$ cat src/rtl/cmdlist_pkg.sv
package cmdlist_pkg;

   typedef enum logic [1:0] {
      CU_IDLE   = 2'd0,
      CU_SUSP   = 2'd1,
      CU_ACTIVE = 2'd2
   } cu_state_e;

   typedef enum logic [3:0] {
      PH_WAIT,
      PH_RD0_REQ, PH_RD0_RSP,
      PH_RD1_REQ, PH_RD1_RSP,
      PH_EXEC,
      PH_WB_REQ,  PH_WB_RSP,
      PH_RSM_REQ, PH_RSM_RSP,
      PH_DMP_REQ, PH_DMP_RSP
   } phase_e;

   localparam logic [3:0] OP_START    = 4'd1;
   localparam logic [3:0] OP_RESUME   = 4'd2;
   localparam logic [3:0] OP_LD_STATS = 4'd4;
   localparam logic [3:0] OP_DUMP     = 4'd5;
   localparam logic [3:0] OP_LD_BASE  = 4'd6;
   localparam logic [3:0] OP_DUMP_CLR = 4'd7;

   localparam int HDR_EL   = 31;
   localparam int HDR_SUSP = 30;
   localparam int HDR_IRQ  = 29;

   localparam logic [31:0] WB_FLAGS      = 32'h0000_A000;
   localparam logic [31:0] MARK_DUMP     = 32'h0000_A005;
   localparam logic [31:0] MARK_DUMP_CLR = 32'h0000_A007;
   localparam logic [3:0]  BE_STATUS     = 4'b0011;

endpackage

$ cat src/rtl/cmdlist_cmd_slot.sv
module cmdlist_cmd_slot #(
   parameter int PTR_W = 32
) (
   input  logic             clk,
   input  logic             rst_n,
   input  logic             in_valid,
   output logic             in_ready,
   input  logic [3:0]       in_op,
   input  logic [PTR_W-1:0] in_ptr,
   input  logic             take,
   output logic             full,
   output logic [3:0]       op,
   output logic [PTR_W-1:0] ptr
);

   assign in_ready = ~full;

   always_ff @(posedge clk or negedge rst_n) begin
      if (!rst_n) begin
         full <= 1'b0;
         op   <= '0;
         ptr  <= '0;
      end else if (full && take) begin
         full <= 1'b0;
      end else if (in_valid && !full) begin
         full <= 1'b1;
         op   <= in_op;
         ptr  <= in_ptr;
      end
   end

   // a waiting command keeps its contents until the engine takes it
   p_slot_hold_r12: assert property (@(posedge clk) disable iff (!rst_n)
      (full && !take) |=> (full && $stable(op) && $stable(ptr)));

endmodule

$ cat src/rtl/cmdlist_exec_timer.sv
module cmdlist_exec_timer #(
   parameter int EXEC_LAT = 4
) (
   input  logic clk,
   input  logic rst_n,
   input  logic run,
   output logic done
);

   localparam int CW = $clog2(EXEC_LAT + 1);

   logic [CW-1:0] cnt;

   assign done = run && (cnt == CW'(EXEC_LAT - 1));

   always_ff @(posedge clk or negedge rst_n) begin
      if (!rst_n)       cnt <= '0;
      else if (!run)    cnt <= '0;
      else if (!done)   cnt <= cnt + 1'b1;
   end

   // the execute window lasts exactly EXEC_LAT cycles
   p_exec_len_r3: assert property (@(posedge clk) disable iff (!rst_n)
      (run && !done) |=> run);

endmodule

$ cat src/rtl/cmdlist_stats.sv
module cmdlist_stats #(
   parameter int NUM_CNT = 2,
   parameter int CNT_W   = 32,
   parameter int IDX_W   = $clog2(NUM_CNT + 1)
) (
   input  logic             clk,
   input  logic             rst_n,
   input  logic             inc_blk,
   input  logic             inc_susp,
   input  logic             clr,
   input  logic [IDX_W-1:0] rd_idx,
   output logic [31:0]      rd_data
);

   logic [NUM_CNT-1:0][CNT_W-1:0] cnt;

   for (genvar i = 0; i < NUM_CNT; i++) begin : g_cnt
      logic             bump;
      logic [CNT_W-1:0] c_q;
      if (i == 0) begin : g_blk
         assign bump = inc_blk;
      end else if (i == 1) begin : g_susp
         assign bump = inc_susp;
      end else begin : g_spare
         assign bump = 1'b0;
      end
      always_ff @(posedge clk or negedge rst_n) begin
         if (!rst_n)    c_q <= '0;
         else if (clr)  c_q <= '0;
         else if (bump) c_q <= c_q + 1'b1;
      end
      assign cnt[i] = c_q;
   end

   always_comb begin
      rd_data = '0;
      for (int i = 0; i < NUM_CNT; i++) begin
         if (rd_idx == IDX_W'(i)) rd_data = 32'(cnt[i]);
      end
   end

   // a clear leaves the block counter at zero
   p_clear_r11: assert property (@(posedge clk) disable iff (!rst_n)
      clr |=> (cnt[0] == '0));

endmodule

$ cat src/rtl/cmdlist_walker.sv
module cmdlist_walker
   import cmdlist_pkg::*;
#(
   parameter int ADDR_W   = 32,
   parameter int EXEC_LAT = 4,
   parameter int NUM_CNT  = 2,
   parameter int CNT_W    = 32
) (
   input  logic              clk,
   input  logic              rst_n,
   input  logic              cfg_idle_mode,
   input  logic              cmd_valid,
   output logic              cmd_ready,
   input  logic [3:0]        cmd_op,
   input  logic [ADDR_W-1:0] cmd_ptr,
   output logic              mem_req_valid,
   input  logic              mem_req_ready,
   output logic              mem_req_we,
   output logic [3:0]        mem_req_be,
   output logic [ADDR_W-1:0] mem_req_addr,
   output logic [31:0]       mem_req_wdata,
   input  logic              mem_rsp_valid,
   input  logic [31:0]       mem_rsp_rdata,
   output logic              irq_done,
   output logic              irq_notactive,
   output logic [1:0]        cu_state
);

   localparam int IDX_W = $clog2(NUM_CNT + 1);

   initial begin
      assert (ADDR_W >= 8 && ADDR_W <= 32) else $error("ADDR_W out of range");
      assert (EXEC_LAT >= 1) else $error("EXEC_LAT must be at least 1");
      assert (NUM_CNT >= 2) else $error("NUM_CNT must be at least 2");
      assert (CNT_W >= 1 && CNT_W <= 32) else $error("CNT_W out of range");
   end

   phase_e            phase;
   cu_state_e         cu_st;
   logic [ADDR_W-1:0] base_r, stats_r, cur_off, next_off, link_q;
   logic [31:0]       hdr0;
   logic [IDX_W-1:0]  dmp_idx;
   logic              dmp_clr;
   logic              irq_done_q, irq_na_q;

   logic              slot_full;
   logic [3:0]        slot_op;
   logic [ADDR_W-1:0] slot_ptr;
   logic              slot_take;
   logic              exec_done;
   logic              wb_ack, dmp_ack, dmp_last;
   logic              inc_blk, inc_susp, cnt_clr;
   logic [31:0]       cnt_rd;

   assign slot_take = (phase == PH_WAIT);
   assign wb_ack    = (phase == PH_WB_RSP)  && mem_rsp_valid;
   assign dmp_ack   = (phase == PH_DMP_RSP) && mem_rsp_valid;
   assign dmp_last  = (dmp_idx == IDX_W'(NUM_CNT));
   assign inc_blk   = wb_ack;
   assign inc_susp  = wb_ack && hdr0[HDR_SUSP];
   assign cnt_clr   = dmp_ack && dmp_last && dmp_clr;

   cmdlist_cmd_slot #(.PTR_W(ADDR_W)) i_slot (
      .clk      (clk),
      .rst_n    (rst_n),
      .in_valid (cmd_valid),
      .in_ready (cmd_ready),
      .in_op    (cmd_op),
      .in_ptr   (cmd_ptr),
      .take     (slot_take),
      .full     (slot_full),
      .op       (slot_op),
      .ptr      (slot_ptr)
   );

   cmdlist_exec_timer #(.EXEC_LAT(EXEC_LAT)) i_timer (
      .clk   (clk),
      .rst_n (rst_n),
      .run   (phase == PH_EXEC),
      .done  (exec_done)
   );

   cmdlist_stats #(.NUM_CNT(NUM_CNT), .CNT_W(CNT_W), .IDX_W(IDX_W)) i_stats (
      .clk      (clk),
      .rst_n    (rst_n),
      .inc_blk  (inc_blk),
      .inc_susp (inc_susp),
      .clr      (cnt_clr),
      .rd_idx   (dmp_idx),
      .rd_data  (cnt_rd)
   );

   // memory request drive, one outstanding access at a time
   always_comb begin
      mem_req_valid = 1'b0;
      mem_req_we    = 1'b0;
      mem_req_be    = 4'hF;
      mem_req_addr  = base_r + cur_off;
      mem_req_wdata = '0;
      unique case (phase)
         PH_RD0_REQ: mem_req_valid = 1'b1;
         PH_RD1_REQ: begin
            mem_req_valid = 1'b1;
            mem_req_addr  = base_r + cur_off + ADDR_W'(4);
         end
         PH_WB_REQ: begin
            mem_req_valid = 1'b1;
            mem_req_we    = 1'b1;
            mem_req_be    = BE_STATUS;
            mem_req_wdata = hdr0 | WB_FLAGS;
         end
         PH_RSM_REQ: mem_req_valid = 1'b1;
         PH_DMP_REQ: begin
            mem_req_valid = 1'b1;
            mem_req_we    = 1'b1;
            mem_req_addr  = stats_r + ADDR_W'({dmp_idx, 2'b00});
            mem_req_wdata = dmp_last ? (dmp_clr ? MARK_DUMP_CLR : MARK_DUMP) : cnt_rd;
         end
         default: ;
      endcase
   end

   always_ff @(posedge clk or negedge rst_n) begin
      if (!rst_n) begin
         phase      <= PH_WAIT;
         cu_st      <= CU_IDLE;
         base_r     <= '0;
         stats_r    <= '0;
         cur_off    <= '0;
         next_off   <= '0;
         link_q     <= '0;
         hdr0       <= '0;
         dmp_idx    <= '0;
         dmp_clr    <= 1'b0;
         irq_done_q <= 1'b0;
         irq_na_q   <= 1'b0;
      end else begin
         irq_done_q <= 1'b0;
         irq_na_q   <= 1'b0;
         unique case (phase)
            PH_WAIT: if (slot_full) begin
               case (slot_op)
                  OP_START: if (cu_st == CU_IDLE || cu_st == CU_SUSP) begin
                     cur_off <= slot_ptr;
                     cu_st   <= CU_ACTIVE;
                     phase   <= PH_RD0_REQ;
                  end
                  OP_RESUME:   phase   <= PH_RSM_REQ;
                  OP_LD_BASE:  base_r  <= slot_ptr;
                  OP_LD_STATS: stats_r <= slot_ptr;
                  OP_DUMP, OP_DUMP_CLR: begin
                     dmp_idx <= '0;
                     dmp_clr <= (slot_op == OP_DUMP_CLR);
                     phase   <= PH_DMP_REQ;
                  end
                  default: ;
               endcase
            end
            PH_RD0_REQ: if (mem_req_ready) phase <= PH_RD0_RSP;
            PH_RD0_RSP: if (mem_rsp_valid) begin
               hdr0  <= mem_rsp_rdata;
               phase <= PH_RD1_REQ;
            end
            PH_RD1_REQ: if (mem_req_ready) phase <= PH_RD1_RSP;
            PH_RD1_RSP: if (mem_rsp_valid) begin
               link_q <= mem_rsp_rdata[ADDR_W-1:0];
               phase  <= PH_EXEC;
            end
            PH_EXEC:   if (exec_done) phase <= PH_WB_REQ;
            PH_WB_REQ: if (mem_req_ready) phase <= PH_WB_RSP;
            PH_WB_RSP: if (mem_rsp_valid) begin
               irq_done_q <= hdr0[HDR_IRQ];
               if (hdr0[HDR_SUSP]) begin
                  cu_st    <= CU_SUSP;
                  next_off <= link_q;
                  irq_na_q <= hdr0[HDR_IRQ] & ~cfg_idle_mode;
                  phase    <= PH_WAIT;
               end else if (hdr0[HDR_EL]) begin
                  cu_st    <= CU_IDLE;
                  irq_na_q <= hdr0[HDR_IRQ];
                  phase    <= PH_WAIT;
               end else begin
                  cur_off <= link_q;
                  phase   <= PH_RD0_REQ;
               end
            end
            PH_RSM_REQ: if (mem_req_ready) phase <= PH_RSM_RSP;
            PH_RSM_RSP: if (mem_rsp_valid) begin
               if (mem_rsp_rdata[HDR_SUSP]) begin
                  phase <= PH_WAIT;
               end else begin
                  cu_st <= CU_ACTIVE;
                  if (mem_rsp_rdata[HDR_EL]) begin
                     phase <= PH_WAIT;
                  end else begin
                     cur_off <= next_off;
                     phase   <= PH_RD0_REQ;
                  end
               end
            end
            PH_DMP_REQ: if (mem_req_ready) phase <= PH_DMP_RSP;
            PH_DMP_RSP: if (mem_rsp_valid) begin
               if (dmp_last) phase <= PH_WAIT;
               else begin
                  dmp_idx <= dmp_idx + 1'b1;
                  phase   <= PH_DMP_REQ;
               end
            end
            default: phase <= PH_WAIT;
         endcase
      end
   end

   assign irq_done      = irq_done_q;
   assign irq_notactive = irq_na_q;
   assign cu_state      = cu_st;

   // a stalled request holds its address and direction
   p_req_hold_r3: assert property (@(posedge clk) disable iff (!rst_n)
      (mem_req_valid && !mem_req_ready) |=>
         (mem_req_valid && $stable(mem_req_addr) && $stable(mem_req_we)));

   // a partial write always carries the complete and ok flags
   p_wb_flags_r4: assert property (@(posedge clk) disable iff (!rst_n)
      (mem_req_valid && mem_req_we && mem_req_be == BE_STATUS) |->
         (mem_req_wdata[15] && mem_req_wdata[13]));

   // the completion interrupt lasts one cycle
   p_done_pulse_r5: assert property (@(posedge clk) disable iff (!rst_n)
      irq_done |=> !irq_done);

   // a not-active interrupt never coincides with the active state
   p_na_state_r7: assert property (@(posedge clk) disable iff (!rst_n)
      irq_notactive |-> (cu_state != CU_ACTIVE));

   // while a chain is walked the engine issues no command-slot take
   p_walk_holds_r12: assert property (@(posedge clk) disable iff (!rst_n)
      (phase == PH_EXEC && slot_full) |=> slot_full);

endmodule

$ cat config.mk
export PLATFORM = sky130hd
export DESIGN_NAME = cmdlist_walker
export DESIGN_NICKNAME = d
export VERILOG_FILES = /design/src/rtl/cmdlist_pkg.sv /design/src/rtl/cmdlist_cmd_slot.sv /design/src/rtl/cmdlist_exec_timer.sv /design/src/rtl/cmdlist_stats.sv /design/src/rtl/cmdlist_walker.sv
export SDC_FILE = /design/constraint.sdc
export NUM_CORES = 1
export LEC_CHECK = 0
export ABC_AREA = 1
export CAP_MARGIN = 20
export CORE_MARGIN = 5
export CORE_UTILIZATION = 40
export CTS_CLUSTER_DIAMETER = 60
export DETAILED_ROUTE_END_ITERATION = 8
export DONT_BUFFER_PORTS = 1
export PLACE_DENSITY = 0.59
export SYNTH_ARGS = -nofsm -noshare
export SYNTH_HDL_FRONTEND = slang
export SYNTH_SLANG_ARGS = --single-unit
$ cat constraint.sdc
create_clock -name clk -period 6.75 [get_ports clk]
set_input_delay 1.0125 -clock clk [delete_from_list [all_inputs] [get_ports clk]]
set_output_delay 1.0125 -clock clk [all_outputs]
set_load 0.02 [all_outputs]
; ---- After elaboration in Yosys (flattened, before gate mapping)
; Index checks and enable logic that the tools add are counted.
[word_totals]
register_bits = 307
[op_classes]
add_sub_neg = 7
n_eq_ne = 45
mux = 67
bitwise_logic = 4
reduce_logical = 32
[op_table]
columns = op, count
row1 = $mux 32, 16
row2 = $pmux 32 s2, 2
row3 = $pmux 32 s3, 1
row4 = $add 32x1->32 const B, 2
row5 = $mux 4, 15
row6 = $pmux 4 s12, 1
row7 = $ne 2x2->1 const B, 21
row8 = $add 32x3->32 const B, 1
row9 = $add 32x32->32, 1
row10 = $add 32x4->32, 1
row11 = $eq 4x3->1 const B, 8
row12 = $mux 2, 13
row13 = $eq 4x4->1 const B, 4
row14 = $mux 1, 14
row15 = $reduce_and 14->1, 1
row16 = $eq 4x2->1 const B, 3
row17 = $pmux 4 s3, 1
row18 = $reduce_and 3->1, 4
row19 = $reduce_and 10->1, 1
row20 = $eq 4x1->1 const B, 2
row21 = $logic_and 1x1->1, 8
row22 = $reduce_and 8->1, 1
row23 = $reduce_bool 2->1, 4
row24 = $mux 3, 2
row25 = other kinds (20), 28

; ---- Longest topological paths before layout
; Gate-level depths: netlist of run 1.
[logic_depth]
word_depth = 6
ltp_mapped = 22

; ---- Cells and area by module
; A second synthesis of run 1 with hierarchy kept.
[hier_totals]
hier_cells = 2850
area_unflattened_um2 = 19677.6
[modules_own_cells]
columns = mod, instances, cells_per_inst, area_each_um2, seq_area_each_um2
row1 = cmdlist_walker, 1, 2031, 13584.3, 5029.8
row2 = cmdlist_stats, 1, 640, 4344.2, 1601.5
row3 = cmdlist_cmd_slot, 1, 159, 1585.3, 925.9
row4 = cmdlist_exec_timer, 1, 20, 163.9, 75.1

; ---- Worst setup path after synthesis of run 1
; OpenSTA, ideal clock, no wires.
[synth_timing]
kind = reg-to-output
startpoint = reg base_r[0]
endpoint = out mem_req_addr[20]
t_arrival_ps = 2557
t_required_ps = 5738
path_slack_ps = 3180
stages_incl_launch_ff = 23
n_path_buf = 0
cell_sequence = dfrtp_1 ha_1 inv_1 fa_1 inv_1 nand2_1 nand2_1 nand2_1 inv_1 nand2_1 nand2_1 nand2_1 nor2_1 nand2_1 nor2_1 nand2_1 nor2_1 nand2_1 nor2_1 nand3_1 nand2_1 nand2_1 nand2_1
[synth_via]
elab_chain_len = 3
[synth_lines]
columns = item, line
row1 = start: declaration, cmdlist_walker.sv:40  ; logic [ADDR_W-1:0] base_r, stats_r, cur_off, next_off, link_q;
row2 = start signal: assignment, cmdlist_walker.sv:149  ; OP_LD_BASE: base_r <= slot_ptr;
row3 = $add 32x32->32 *, "cmdlist_walker.sv:98, cmdlist_walker.sv:104"
row4 = $add 32x3->32, cmdlist_walker.sv:104  ; mem_req_addr = base_r + cur_off + ADDR_W'(4);
row5 = $pmux 32 s2 *, cmdlist_walker.sv:100  ; unique case (phase)
row6 = end: declaration, cmdlist_walker.sv:20  ; output logic [ADDR_W-1:0] mem_req_addr,
; Every way passes the cells marked *; elsewhere a longest branch is shown, timed or not.

; ---- Worst setup path after layout of run 1
[layout_timing]
startpoint = reg base_r[2]
endpoint = out mem_req_addr[18]
; Same word-level chain as after synthesis.

==> qor.csv, run 1 <==
stage,metric,value,unit
cts,cts-root-buf,clkbuf_16,
global_routing,grt_pass1_vias,16592,
yosys,synth-seq-cells,305,
cts,cts_inserted_buffers,36,
setup_path,r2r_cells,11,
cts,cts-resized-gates,0,
detailed_routing,antenna_left,0,
setup_path,cp.arrival,3.83,ns
global_routing,grt_overflow,0,
yosys,synthesis.instances,2614,
floorplanning,dieWidth,225,µm
timing,fin_crit_sh,0.718,
detailed_routing,vias,17144,
timing,worst_pin_slew,1.12,ns
timing,slew_violations,0,
global_routing,gr-usage-all-layers,0.231,
power,finalPower,10.7,mW
setup_path,startpoint_type,flop,
cts,cts_max_level,2,
detailed_routing,drc,0,
cts,hold_buffers,0,
final_layout,fin_nets,2706,
setup_path,path_cells,ha_1 > nand2_1 > nand3_1 > xor2_1 > ha_1 > nand2_1 > nor2_1 > nand2_1 > nor2_1 > nand2_1 > nor2_1 > nand2_1 > nor2_1 > nand2_1 > nand2_1 > o211ai_1,
cts,postCtsSetupBuffers,0,
timing,rsz0062_at_grt,no,
detailed_routing,drt_iter0_markers,1208,
run,drv_cap,0,
power,intPower,5.25,mW
floorplanning,rows,78,
setup_path,worst_path_largest_cell_delay,0.41,ns
timing,finalHoldViolations,0,
timing,fin_tns_setup,0,ns
power,pwr-share-clk,0.172,
run_status,status,"finished, final reports clean",
timing,relSlewSlack,0.245,
setup_path,r2r-end,phase[2],
timing,hold_ws,0.186,ns
power,power.net_switching,5.44,mW
yosys,ys_async_sr_fraction,1.00,
yosys,yosysTopAreaCell,dfrtp_1,
timing,period_needed,4.85,ns
timing,setup_viol,0,
setup_path,cp-end-kind,output port,
detailed_routing,dr.pass1.iters,6,
yosys,yosysSeqAreaShare,0.412,
setup_path,path_class,reg -> out,
global_routing,antenna_found_initial,0,
floorplanning,coreArea,45600,µm²
cts,cts_buffer_depth,3,
yosys,synthDistinctLibCells,59,
power,p_comb_frac,0.547,
final_layout,area.growth.synth_to_final,9.21,%
global_routing,grt_first_pass_wirelength,93500,µm
cts,cts_tree,done,
detailed_routing,wire_per_inst,18.7,µm
timing,fin_ws,1.90,ns
cts,insertion_delay,0.53,ns
power,p_per_area,528,nW/µm²
setup_path,crit_top_cell,nand2_1,
timing,finClkSkew,0.0199,ns
yosys,synthTopCellsByArea,"dfrtp_1 (41%), nand2_1 (14%), inv_1 (8.9%)",
setup_path,cp_top_family,simple AND/OR/NAND/NOR gates,
setup_path,ff2ff_setup_slack,3.55,ns
yosys,yosysWarnings,0,
detailed_routing,viasPerCell,5.34,
power,seqPwrFrac,0.281,
setup_path,cp_max_fo,6,
power,leakage,9.91,nW
setup_path,required,5.74,ns
yosys,synth_flop_cell,dfrtp_1,
floorplanning,fp.dieH,225,µm
final_layout,drive_gt1_frac,0.0537,
placement,hpwlAfterDp,45400,µm
cts,path_clk_slew,0.06,ns
setup_path,critPathBufInv,0,
setup_path,crit-reg2reg-launch,phase[3],
yosys,synth_edf_count,0,
floorplanning,die_area,50700,µm²
yosys,syn_avg_cell_area,7.09,µm²
placement,io_buffers,0,
placement,gp_congestion,0.954,
placement,post-place-ws,2.43,ns
power,switching_share,0.509,
min_path,hold_class,in -> async,
yosys,netlist_area,18500,µm²
yosys,synth_top_area_frac,0.412,
floorplanning,start_util,0.407,
detailed_routing,routed_wl,59900,µm
final_layout,diodes,0,
global_routing,grt_max_degree,306,
power,ir_drop,0.000233,V
floorplanning,ios,149,
timing,fmax,206,MHz
cts,cts.sinks,305,
setup_path,slowest_stage,ha_1,
==> cells by family after synthesis <==
logic type | Yosys count | synth area share
AOI/OAI and AO/OA | 507 | 0.159
xor gates and xnor gates | 8 | 0.00378
adders and majority gates | 43 | 0.0298
buffers and inverters | 525 | 0.107
DFF | 305 | 0.412
muxes | 2 | 0.00122
other | 1 | 0.000202
and+or+nand+nor | 1223 | 0.286
==> registers in the layout (all words and copies together) (netlist names) <==
signal	flops
i_stats.g_cnt.c_q	64
base_r	32
cur_off	32
i_slot.ptr	32
link_q	32
next_off	32
stats_r	32
hdr0	30
i_slot.op	4
phase	4
i_timer.cnt	3
cu_state	2
dmp_idx	2
dmp_clr	1
i_slot.full	1
irq_done	1
irq_notactive	1
==> metal layers <==
layer,GRT usage,vias to the layer above,part of all wire
li1,-,8410,-
met1,0.305,8139,0.43
met2,0.390,486,0.48
met3,0.0373,109,0.057
met4,0.0720,0,0.031
met5,0,-,0
==> power by group through the flow <==
stage	Clock (mW)	Sequential (mW)	Combinational (mW)
final	1.84	3.01	5.85
after CTS	1.89	3.00	5.85
after floorplan	0	2.87	4.33
after detailed placement	0	3.03	5.82
after global placement	0	3.01	5.75
after global routing	1.97	3.09	6.56
==> through the flow <==
step | cells | utilization | instance area, µm²
final | 3209 | 0.444 | 20200
after detailed placement | 3151 | 0.420 | 19100
after global placement | 3150 | 0.419 | 19100
after global routing | 3209 | 0.444 | 20200
after floorplan | 2615 | - | 18500
after CTS | 3209 | 0.444 | 20200
==> worst max path at each step <==
stage                          start                to  slack (ns)  depth (start not counted)
after floorplan            base_r[0]  mem_req_addr[20]        3.18                         22
after global placement     base_r[2]  mem_req_addr[18]        2.44                         16
after detailed placement   base_r[2]  mem_req_addr[18]        2.43                         16
after CTS                  base_r[2]  mem_req_addr[18]        1.86                         16
after global routing      cur_off[0]  mem_req_addr[18]        1.57                         21
final                      base_r[2]  mem_req_addr[18]        1.90                         16
==> cell usage after synthesis, types with 2 or more instances <==
| cell | number |
|---|---|
| nand4_1 | 36 |
| o21ai_1 | 34 |
| a21o_1 | 2 |
| buf_4 | 3 |
| a31oi_1 | 8 |
| nor2_8 | 3 |
| nor2_2 | 9 |
| and3_1 | 2 |
| fa_1 | 2 |
| xor2_1 | 5 |
| inv_2 | 8 |
| a211oi_1 | 6 |
| xnor2_1 | 3 |
| ha_1 | 41 |
| nand2_1 | 687 |
| a22o_1 | 2 |
| nand3_1 | 110 |
| a21oi_1 | 124 |
| inv_1 | 438 |
| a221oi_1 | 4 |
| o21bai_1 | 2 |
| a311oi_1 | 2 |
| nand3_2 | 2 |
| buf_1 | 3 |
| and2_1 | 6 |
| o22ai_1 | 38 |
| nor2_1 | 245 |
| nand2_2 | 6 |
| o32ai_1 | 3 |
| or2_2 | 9 |
| buf_2 | 8 |
| o21ai_0 | 197 |
| mux2_2 | 2 |
| clkbuf_1 | 65 |
| nand3b_1 | 11 |
| o221ai_1 | 39 |
| nor3_1 | 54 |
| nor4_1 | 16 |
| dfrtp_1 | 305 |
| a22oi_1 | 28 |
| nor2_4 | 11 |
| o211ai_1 | 10 |
| nand2_4 | 6 |
| nor3b_1 | 2 |
| nor3_2 | 3 |
==> placed cells by master (no fill, tap or decap), types with 34 or more instances in the layout <==
| cell type | synthesis | final |
|---|---|---|
| ha_1 | 41 | 41 |
| o21ai_0 | 197 | 197 |
| nand3_1 | 110 | 108 |
| nor3_1 | 54 | 53 |
| a21oi_1 | 124 | 124 |
| o221ai_1 | 39 | 39 |
| o21ai_1 | 34 | 34 |
| inv_1 | 438 | 438 |
| nor2_1 | 245 | 243 |
| nand4_1 | 36 | 36 |
| clkbuf_16 | 0 | 37 |
| dfrtp_1 | 305 | 305 |
| o22ai_1 | 38 | 38 |
| nand2_1 | 687 | 684 |
==> final cells by class <==
cell class | count | area, µm²
fillers | 4678 | 25300
multi-input cells | 1785 | 8950
flip-flops and latches | 305 | 7630
inverters | 446 | 1670
clock buffers | 48 | 1030
well taps | 600 | 751
repair buffers | 15 | 133
clock inverters | 10 | 76.3
==> worst register-to-register path: cells and delay by family, from the launching register on <==
family	cells	cell delay, ns
AND/OR/NAND/NOR	6	2.12
buffers and inverters	2	0.16
AO/OA/AOI/OAI	3	0.35
flip-flops	1	0.43
(Power assumes the default switching activity.)
==> run 2: changes to the inputs <==
==> constraint.sdc (replaced) <==
create_clock -name clk -period 4.88 [get_ports clk]
set_input_delay 0.732 -clock clk [delete_from_list [all_inputs] [get_ports clk]]
set_output_delay 0.732 -clock clk [all_outputs]
set_load 0.02 [all_outputs]
==> qor.csv, run 2 (synthesis gave the netlist of run 1 again) <==
stage,metric,value,unit
cts,cts-root-buf,clkbuf_16,
cts,cts_tree,done,
setup_path,crit_top_cell,nand2_1,
timing,finalHoldViolations,42,
setup_path,slowest_stage,ha_1,
floorplanning,coreArea,45600,µm²
placement,io_buffers,0,
global_routing,gr-usage-all-layers,0.232,
timing,rsz0062_at_grt,no,
final_layout,final_cell_mix,"nand2_1 (684), inv_1 (438), dfrtp_1 (305)",
cts,cts.sinks,305,
timing,relSlewSlack,0.286,
timing,hold_ws,-0.0869,ns
power,leakage,9.97,nW
detailed_routing,vias,17245,
timing,fin_ws,0.380,ns
detailed_routing,antenna_left,0,
setup_path,cp-end-kind,output port,
detailed_routing,drt_iter0_markers,1474,
timing,setup_viol,0,
cts,cts_inserted_buffers,35,
final_layout,mostFrequentLayoutCell,nand2_1,
timing,worst_pin_slew,1.07,ns
setup_path,cp.arrival,3.77,ns
timing,period_needed,4.50,ns
setup_path,path_cells,ha_1 > nand3_1 > nand3_1 > xor2_1 > ha_1 > nand2_1 > nor2_1 > nand2_1 > nor2_1 > nand2_1 > nor2_1 > nand2_1 > nor2_1 > nand2_1 > nand2_1 > o211ai_1,
global_routing,grt_max_degree,306,
detailed_routing,viasPerCell,5.36,
floorplanning,rows,78,
global_routing,antenna_found_initial,2,
power,p_per_area,737,nW/µm²
timing,fin_crit_sh,0.922,
setup_path,cp_top_family,simple AND/OR/NAND/NOR gates,
final_layout,largest_reg_flops,64,
timing,fmax,222,MHz
detailed_routing,drc,0,
setup_path,cp_max_fo,6,
detailed_routing,routed_wl,60000,µm
final_layout,area.growth.synth_to_final,9.92,%
setup_path,path_class,reg -> out,
setup_path,required,4.15,ns
global_routing,grt_pass1_vias,16697,
global_routing,grt_first_pass_wirelength,93800,µm
floorplanning,fp.dieH,225,µm
placement,post-place-ws,0.917,ns
min_path,hold_class,in -> async,
run,drv_cap,0,
timing,finClkSkew,0.0106,ns
setup_path,startpoint_type,flop,
placement,hpwlAfterDp,45400,µm
global_routing,grt_overflow,0,
final_layout,fin_nets,2709,
floorplanning,dieWidth,225,µm
detailed_routing,dr.pass1.iters,5,
setup_path,worst_path_largest_cell_delay,0.42,ns
timing,slew_violations,0,
detailed_routing,wire_per_inst,18.7,µm
run_status,violations,hold timing,
power,ir_drop,0.000320,V
floorplanning,start_util,0.407,
final_layout,drive_gt1_frac,0.0566,
cts,insertion_delay,0.52,ns
cts,path_clk_slew,0.06,ns
cts,cts_buffer_depth,3,
floorplanning,ios,149,
cts,cts_max_level,2,
timing,fin_tns_setup,0,ns
final_layout,regMostFlops,i_stats.g_cnt.c_q,
floorplanning,die_area,50700,µm²
setup_path,critPathBufInv,0,
placement,gp_congestion,0.965,
run_status,status,"finished, violations left",
run 2: cell types whose count changed in the layout (fill, tap and decap cells not counted), moves of 2 or more:
cell	delta
diode_2	+2
inv_8	-2
buf_4	+4
inv_6	-2
bufinv_16	+4
clkinv_2	+2
run 2: power breakdown:
| group | total (mW) | leakage, nW | switching, mW | internal (mW) |
|---|---|---|---|---|
| clock network | 2.75 | 0.595 | 1.05 | 1.70 |
| registers | 4.16 | 3.74 | 0.643 | 3.52 |
| logic | 8.11 | 5.63 | 5.82 | 2.29 |
| total | 15.0 | 9.97 | 7.51 | 7.50 |
run 2: timing repair:
| item | in CTS | in global routing |
|---|---|---|
| hold endpoints to repair | 305 | 305 |
| buffers inserted | 0 | 0 |
| setup endpoints to repair | 0 | 1 |
| gates resized for setup | 0 | 1 |
run 2: worst paths after layout:
check | start | endpoint | slack (ns) | cells after the start
setup / recovery | cur_off[2] | mem_req_addr[18] | 0.38 | 16
hold / removal | rst_n | hdr0[27] | -0.09 | 0
min in group clk | cfg_idle_mode | irq_notactive | 0.30 | 1
setup reg to reg | phase[1] | phase[2] | 1.63 | 13
hold reg to reg | next_off[19] | next_off[19] | 0.48 | 2
max in group asynchronous | rst_n | hdr0[22] | 4.09 | 0
run 2: area by class of cell:
type	count	area, µm²
diodes	2	5.00
flip-flops and latches	305	7630
multi-input cells	1785	8940
fillers	4636	25200
repair buffers	19	163
clock buffers	48	1040
inverters	446	1670
well taps	600	751
clock inverters	12	166
run 2: worst reg2reg max path: cells and delay by family (launching register included):
family | cells | cell delay (ns)
buffers and inverters | 4 | 1.08
AND/OR/NAND/NOR | 6 | 1.23
flip-flops | 1 | 0.44
AO/OA/AOI/OAI | 3 | 0.36
run 2: per-stage QoR:
| stage | power, mW | utilization | hold WS (ns) | area (µm²) | instances |
|---|---|---|---|---|---|
| after floorplan | 9.96 | - | 0.435 | 18500 | 2615 |
| after global placement | 12.1 | 0.420 | 0.456 | 19100 | 3153 |
| after detailed placement | 12.3 | 0.420 | 0.455 | 19200 | 3155 |
| after CTS | 15.1 | 0.447 | -0.109 | 20400 | 3215 |
| after global routing | 16.3 | 0.447 | -0.113 | 20400 | 3216 |
| final | 15.0 | 0.447 | -0.0869 | 20400 | 3217 |
run 2: routing by layer:
metal | vias to the layer above | track usage | share of wire
met5 | - | 0 | 0.00012
met4 | 2 | 0.0654 | 0.026
met3 | 98 | 0.0404 | 0.063
met2 | 527 | 0.394 | 0.48
met1 | 8197 | 0.306 | 0.43
li1 | 8421 | - | -
